File: src/rtl/db_rise_delay.sv
module db_rise_delay #(
  parameter int DLY_W = 12,
  parameter int REG_W = 16
) (
  input  logic             clk,
  input  logic             rst_n,
  input  logic             pwm_in,
  input  logic             db_enable,
  input  logic             sync_mode,
  input  logic             sync_req,
  input  logic             cnt_zero,
  input  logic             wr_en,
  input  logic [REG_W-1:0] wr_data,
  output logic [REG_W-1:0] rd_data,
  output logic             pwm_out
);
  localparam int PAD_W = REG_W - DLY_W;

  logic [DLY_W-1:0] pend, active, cnt;
  logic             pend_vld, sync_flag, out_q;
  logic             load;
  logic             unused_hi;

  assign unused_hi = ^wr_data[REG_W-1:DLY_W];
  assign load      = cnt_zero & pend_vld & (~sync_mode | sync_flag | sync_req);
  assign rd_data   = {{PAD_W{1'b0}}, pend};
  assign pwm_out   = out_q;

  // double-buffered delay value and update request
  always_ff @(posedge clk) begin
    if (!rst_n) begin
      pend      <= '0;
      pend_vld  <= 1'b0;
      active    <= '0;
      sync_flag <= 1'b0;
    end else begin
      if (wr_en) pend <= wr_data[DLY_W-1:0];
      pend_vld <= wr_en | (pend_vld & ~load);
      if (load) active <= pend;
      if (cnt_zero)      sync_flag <= 1'b0;
      else if (sync_req) sync_flag <= 1'b1;
    end
  end

  // rising-edge delay
  always_ff @(posedge clk) begin
    if (!rst_n) begin
      cnt   <= '0;
      out_q <= 1'b0;
    end else if (!db_enable) begin
      cnt   <= '0;
      out_q <= pwm_in;
    end else if (!pwm_in) begin
      cnt   <= '0;
      out_q <= 1'b0;
    end else if (!out_q) begin
      if (cnt >= active) out_q <= 1'b1;
      else               cnt   <= cnt + 1'b1;
    end
  end

  a_r2_upper_zero: assert property (@(posedge clk) disable iff (!rst_n)
    rd_data[REG_W-1:DLY_W] == '0);
  a_r2_readback: assert property (@(posedge clk) disable iff (!rst_n)
    wr_en |=> rd_data[DLY_W-1:0] == $past(wr_data[DLY_W-1:0]));
  a_r3_bypass: assert property (@(posedge clk) disable iff (!rst_n)
    !db_enable |=> pwm_out == $past(pwm_in));
  a_r5_fall_low: assert property (@(posedge clk) disable iff (!rst_n)
    (db_enable && !pwm_in) |=> !pwm_out);
  a_r6_no_high_without_input: assert property (@(posedge clk) disable iff (!rst_n)
    $rose(pwm_out) |-> $past(pwm_in));
  a_r7_hold_between_zeros: assert property (@(posedge clk) disable iff (!rst_n)
    !cnt_zero |=> $stable(active));
  a_r7_immediate_load: assert property (@(posedge clk) disable iff (!rst_n)
    (cnt_zero && !sync_mode && pend_vld) |=> active == $past(rd_data[DLY_W-1:0]));
  a_r8_wait_for_request: assert property (@(posedge clk) disable iff (!rst_n)
    (cnt_zero && sync_mode && !sync_flag && !sync_req) |=> $stable(active));
  a_r8_request_cleared: assert property (@(posedge clk) disable iff (!rst_n)
    cnt_zero |=> !sync_flag);
endmodule

File: config.mk
export PLATFORM = sky130hd
export DESIGN_NAME = db_rise_delay
export DESIGN_NICKNAME = d
export VERILOG_FILES = /design/src/rtl/db_rise_delay.sv
export SDC_FILE = /design/constraint.sdc
export NUM_CORES = 1
export LEC_CHECK = 0
export BUFFER_PORTS_ARGS = -buffer_cell sky130_fd_sc_hd__buf_2
export CAP_MARGIN = 40
export CORE_ASPECT_RATIO = 1.2
export CORE_UTILIZATION = 45
export DETAILED_ROUTE_END_ITERATION = 12
export PLACE_DENSITY = 0.71
export SKIP_CTS_REPAIR_TIMING = 1
export SYNTH_ARGS = -nofsm -noshare
export SYNTH_HDL_FRONTEND = slang
export SYNTH_SLANG_ARGS = --single-unit
File: constraint.sdc
create_clock -name clk -period 5.91 [get_ports clk]
set_input_delay 0.591 -clock clk [delete_from_list [all_inputs] [get_ports clk]]
set_output_delay 0.591 -clock clk [all_outputs]
set_load 0.02 [all_outputs]
==> flow_summary_export.csv, run 1 <==
group,metric,value,unit
grt,grt_pass1_vias,1254,
clock_tree,cts_buffer_depth,2,
worst_setup_path,cp_slowest_cell,"dfxtp_1",
placement,dpl_cell_area,0.00212,mm^2
sta,hold_violations,0,
layout,final_cell_mix,"dfxtp_1 (39), buf_2 (32), nor2b_1 (25)",
floorplanning,dieArea,0.00461,mm^2
routing,wirelength,3.60,mm
worst_setup_path,arrival,2.49,ns
sta,setup_tns,0,ns
floorplanning,die_w,62.2,um
sta,period_share,0.384,
power,share_comb_of_total_power,0.098,
worst_setup_path,r2r-start,"cnt[0]$_SDFFE_PN0P_",
sta,maxSlewHeadroom,0.493,
job,drv_cap,0,
worst_setup_path,critical-path-max-stage-delay,0.43,ns
sta,setup_violations,0,
routing,ant_nets,0,
synth,synth_area,0.00195,mm^2
routing,routedWlPerCell,12.5,um
routing,post_drt_via_cell_ratio,5.03,
outcome,status,"complete, no violations",
synth,yosys.area.top_type,"dfxtp_1",
layout,layout_commonest_cell,"dfxtp_1",
clock_tree,clk_latency,0.30,ns
synth,synth_area_leaders,"dfxtp_1 (40%), mux2i_1 (12%), ha_1 (8.3%)",
synth,yosysSeqAreaShare,0.399,
floorplanning,die_h,74.2,um
synth,ys_seq_elements,39,
routing,num_vias,1453,
sta,worst_slew_pin_slew,0.759,ns
sta,fmax,441,MHz
worst_setup_path,r2r-end,"cnt[8]$_SDFFE_PN0P_",
worst_setup_path,rrSetupSlack,3.64,ns
sta,drv_slew,0,
grt,grt_max_degree,30,
clock_tree,cts_buffers,5,
floorplanning,num_rows,25,
clock_tree,clk_pin_slew_worst_paths,0.08,ns
grt,antenna_found_initial,0,
synth,synth_fa_ha_area_frac,0.0832,
power,swShare,0.228,
floorplanning,initial_utilization,0.484,
power,switchingPower,0.000137,W
synth,synth_top_family_by_area,"simple AND/OR/NAND/NOR gates",
layout,diodes,0,
routing,drc_errors,0,
synth,synth-compound-area-share,0.0877,
synth,synth_warnings,0,
layout,area_delta_synth_final,15.5,%
layout,postLayoutCellArea,0.00226,mm^2
clock_tree,cts_sinks,39,
grt,grt_usage,0.172,
sta,skew,0.00223,ns
synth,yosys.area_share.simple,0.223,
power,intPower,0.000463,W
hold_path,hp-class,"input port to register",
floorplanning,core-area,0.00404,mm^2
hold_path,hold_start,"cnt_zero",
worst_setup_path,r2r_cells,8,
worst_setup_path,path_cells,"inv_1, ha_1, nand2b_4, a2111oi_4, nand3b_4, nand3_4, or4_1, a21oi_1",
clock_tree,htree_levels,2,
synth,syn_area_per_cell,9.53,um^2
power,powerDensity,266,mW/mm^2
synth,synth_top_area_share,0.399,
grt,grt_pass1_wl,6.04,mm
synth,synth-xor-area-share,0.0179,
power,p_leak,0.988,nW
routing,dr.pass1.iters,4,
clock_tree,clk_root_buffer_cell,"clkbuf_8",
sta,rsz0062_at_grt,"no",
worst_setup_path,crit_type,"register to register",
layout,fillers,365,
power,p_clk_frac,0.444,
grt,overflow,0,
placement,gp_congestion,0.804,
floorplanning,io-pin-count,41,
synth,netlist_instances,205,
worst_setup_path,startpoint_type,"register",
sta,fin_hold_ws,0.481,ns
worst_setup_path,cp_max_fo,13,
hold_path,min_path_cells,2,
worst_setup_path,required,6.13,ns
hold_path,min_to,"sync_flag$_SDFFE_PP0P_",
routing,first_iter_violations,25,
placement,port_buffers,32,
placement,dp_hpwl,2.61,mm
power,sequentialPowerShare,0.458,
worst_setup_path,end_kind,"register",
sta,min_period,2.27,ns
power,peakVddDrop,180,uV
clock_tree,cts_tree,"done",
synth,synthMuxAreaShare,0.123,
synth,ys_types,35,
layout,nets,271,
layout,drive_gt1_frac,0.196,
## critical path: cells and delay by family, from the launching register on
| kind | cells | cell delay [ns] |
|---|---|---|
| buffers and inverters | 1 | 0.07 |
| adder cells (fa/ha/maj) | 1 | 0.27 |
| flip-flops | 1 | 0.43 |
| AO/OA/AOI/OAI | 2 | 0.47 |
| AND/OR/NAND/NOR | 4 | 0.96 |
## cell families after synthesis
group	Yosys count
xor+xnor	4
fa+ha+maj	13
compound gates	25
flops	39
mux	24
simple gates	72
buf+inv	27
other cells	1
## cells in the mapped netlist (all sizes together)
cell type	count
a2111oi	1
a211oi	2
a21oi	10
a31o	1
and3	5
and4	2
buf	7
clkbuf	6
conb	1
dfxtp	39
ha	13
inv	14
mux2i	24
nand2	10
nand2b	1
nand3	7
nand3b	1
nand4	4
nor2	10
nor2b	25
nor3b	1
o21a	1
o21ai	8
o31ai	2
or3	3
or4	3
xnor2	1
xor2	3
## area by class of cell
type	count	area [um^2]	share of cell area
clock buffers	5	68.8	0.0305
flip-flops and latches	39	781	0.346
repair buffers	32	160	0.0710
inverters	14	52.6	0.0233
well taps	54	67.6	0.0299
multi-input cells	142	1060	0.470
clock inverters	3	67.6	0.0299
## per-stage QoR
stage,std cells,setup slack (ns),utilization,power [W]
6_report,289,3.64,0.559,0.000601
5_1_grt,289,3.51,0.559,0.000623
4_1_cts,289,3.63,0.559,0.000606
3_5_place_dp,281,3.66,0.526,0.000341
3_3_place_gp,281,3.71,0.526,0.000340
2_1_floorplan,208,3.84,-,0.000327
## layer usage
layer  routed length, um  track usage  up-vias  share of wire
met5                   0            0        -              0
met4                  60       0.0775        0          0.017
met3                 192       0.0491        5          0.053
met2                1740        0.281       39           0.48
met1                1610        0.213      659           0.45
li1                    -            -      750              -
## power groups by stage
stage / sequential [W] / clock, W / combinational (W)
final: 0.000275 / 0.000266 / 0.0000589
after detailed placement: 0.000282 / 0 / 0.0000591
after CTS: 0.000275 / 0.000271 / 0.0000594
after floorplan: 0.000287 / 0 / 0.0000400
after global placement: 0.000281 / 0 / 0.0000583
after global routing: 0.000276 / 0.000282 / 0.0000648
## worst max-delay path by stage
| stage | cells past startpoint | startpoint | slack (ns) | to |
|---|---|---|---|---|
| final | 8 | cnt[0]$_SDFFE_PN0P_ | 3.64 | cnt[8]$_SDFFE_PN0P_ |
| after global routing | 8 | cnt[0]$_SDFFE_PN0P_ | 3.51 | cnt[8]$_SDFFE_PN0P_ |
| after CTS | 8 | cnt[0]$_SDFFE_PN0P_ | 3.63 | cnt[8]$_SDFFE_PN0P_ |
| after detailed placement | 8 | cnt[0]$_SDFFE_PN0P_ | 3.66 | cnt[8]$_SDFFE_PN0P_ |
| after global placement | 8 | cnt[0]$_SDFFE_PN0P_ | 3.71 | cnt[8]$_SDFFE_PN0P_ |
| after floorplan | 9 | cnt[0]$_SDFFE_PN0P_ | 3.84 | cnt[7]$_SDFFE_PN0P_ |
## flip-flops by register name, summed over array words and instances (netlist names)
signal / cells
pend: 12
sync_flag: 1
pend_vld: 1
cnt: 12
active: 12
pwm_out: 1
No activity file was read; power rests on OpenSTA's default activity.
==> run 2: changes to the inputs <==
PLACE_DENSITY = 0.73   (was 0.71)
clock period = 1.9 ns   (was 5.91 ns; I/O delays follow)
==> run 2 against run 1 <==
Effect of this change: the run now ends with negative setup slack left; final cell count is 6.2% higher; sequential power grew to 3.1 times the previous value; combinational power grew to 3.7 times the previous value; clock skew is 0.0039 ns higher; register-to-register slack worse by 3.7 ns; maximum frequency is 18% higher; largest cell class unchanged; highest routed layer unchanged.
==> flow_summary_export.csv, run 2 (synthesized netlist as in run 1, its figures left out) <==
group,metric,value,unit
sta,min_period,1.93,ns
clock_tree,cts_tree,"done",
clock_tree,clk_latency,0.30,ns
placement,place_ws,-0.0902,ns
worst_setup_path,startpoint_type,"register",
grt,antenna_found_initial,0,
floorplanning,dieArea,0.00461,mm^2
grt,grt_max_degree,29,
floorplanning,core-area,0.00404,mm^2
grt,grt_pass1_wl,6.13,mm
clock_tree,htree_levels,2,
hold_path,hp-class,"input port to register",
worst_setup_path,end_kind,"register",
routing,post_drt_via_cell_ratio,5.01,
power,peakVddDrop,641,uV
clock_tree,cts_buffer_depth,2,
layout,fin_cells,307,
layout,diodes,0,
placement,port_buffers,32,
layout,final_cell_mix,"dfxtp_1 (32), buf_2 (32), nor2b_1 (25)",
placement,gp_congestion,0.829,
routing,dr.pass1.iters,4,
layout,drive_gt1_frac,0.348,
floorplanning,die_w,62.2,um
routing,drc_errors,0,
layout,seqCellArea,790,um^2
grt,grt_usage,0.172,
layout,fillers,350,
layout,nets,289,
clock_tree,cts_sinks,39,
layout,multi_input_area,0.00115,mm^2
sta,period_share,1.01,
clock_tree,clk_pin_slew_worst_paths,0.08,ns
power,powerDensity,671,mW/mm^2
worst_setup_path,required,2.14,ns
routing,routedWlPerCell,12.3,um
sta,fmax,519,MHz
floorplanning,num_rows,25,
floorplanning,die_h,74.2,um
sta,setup_violations,2,
layout,area_delta_synth_final,24.7,%
grt,overflow,0,
layout,top_regs,"active (12), cnt (12), pend (12)",
sta,skew,0.00612,ns
placement,dp.cells,296,
job,drv_cap,0,
grt,grt_pass1_vias,1437,
routing,num_vias,1539,
power,p_leak,1.07,nW
sta,rsz0062_at_grt,"yes",
sta,drv_slew,0,
routing,wirelength,3.77,mm
worst_setup_path,cp_max_fo,5,
clock_tree,cts_buffers,5,
outcome,violations,"negative setup slack",
routing,first_iter_violations,39,
floorplanning,io-pin-count,41,
sta,hold_violations,0,
sta,fin_ws,-0.0261,ns
floorplanning,initial_utilization,0.484,
worst_setup_path,arrival,2.16,ns
routing,ant_nets,0,
outcome,status,"finished with violations",
clock_tree,clk_root_buffer_cell,"clkbuf_8",
placement,dp_hpwl,2.71,mm
worst_setup_path,crit_type,"register to register",
run 2: cell count changes in the layout (fill, tap and decap cells not counted), sizes merged:
cell	delta
clkinvlp	+1
buf	+17
clkinv	+1
bufinv	-2
nand3	+1
run 2: stage by stage:
stage | power (W) | cell area, um^2 | hold WS (ns) | util | TNS (ns)
detailed placement | 0.00108 | 2230 | 0.385 | 0.554 | -0.221
floorplan | 0.00102 | 1970 | 0.266 | - | -0.0484
finish | 0.00164 | 2440 | 0.0767 | 0.604 | -0.0495
global placement | 0.00107 | 2230 | 0.385 | 0.554 | -0.0707
CTS | 0.00163 | 2320 | 0.0713 | 0.576 | -0.317
global route | 0.00170 | 2440 | 0.0754 | 0.604 | -0.839
run 2: area by class of cell:
cell class,count,area share
multi-input cells,143,0.472
clock buffers,5,0.0282
flip-flops and latches,39,0.324
inverters,14,0.0216
well taps,54,0.0277
clock inverters,3,0.00821
repair buffers,49,0.118
run 2: path summary, 6_finish.rpt:
path / startpoint / to / slack, ns / depth (start not counted)
worst max register to register: cnt[0]$_SDFFE_PN0P_ / cnt[8]$_SDFFE_PN0P_ / -0.03 / 8
worst min-delay path: cnt_zero / sync_flag$_SDFFE_PP0P_ / 0.08 / 2
worst min register to register: active[9]$_SDFFE_PN0P_ / active[9]$_SDFFE_PN0P_ / 0.52 / 2
worst max-delay path: cnt[0]$_SDFFE_PN0P_ / cnt[8]$_SDFFE_PN0P_ / -0.03 / 8
run 2: routing by layer:
layer,routed length [um],vias up,GRT usage,share of wire
li1,-,787,-,-
met1,1690,714,0.190,0.45
met2,1900,33,0.316,0.50
met3,134,5,0.0460,0.036
met4,48,0,0.0724,0.013
met5,0,-,0,0
run 2: power by group:
part	switching [W]	leakage, nW	internal (W)
Combinational	0.000116	0.705	0.0000993
Sequential	0.0000153	0.321	0.000841
Clock	0.000309	0.0402	0.000255
run 2: worst max-delay path, stage by stage (launching register included):
cell	delay (ns)
dfxtp_2	0.34
inv_2	0.04
ha_4	0.19
nand2b_4	0.14
a2111oi_4	0.29
nand3b_4	0.22
nand3_4	0.09
or4_1	0.43
a21oi_2	0.12
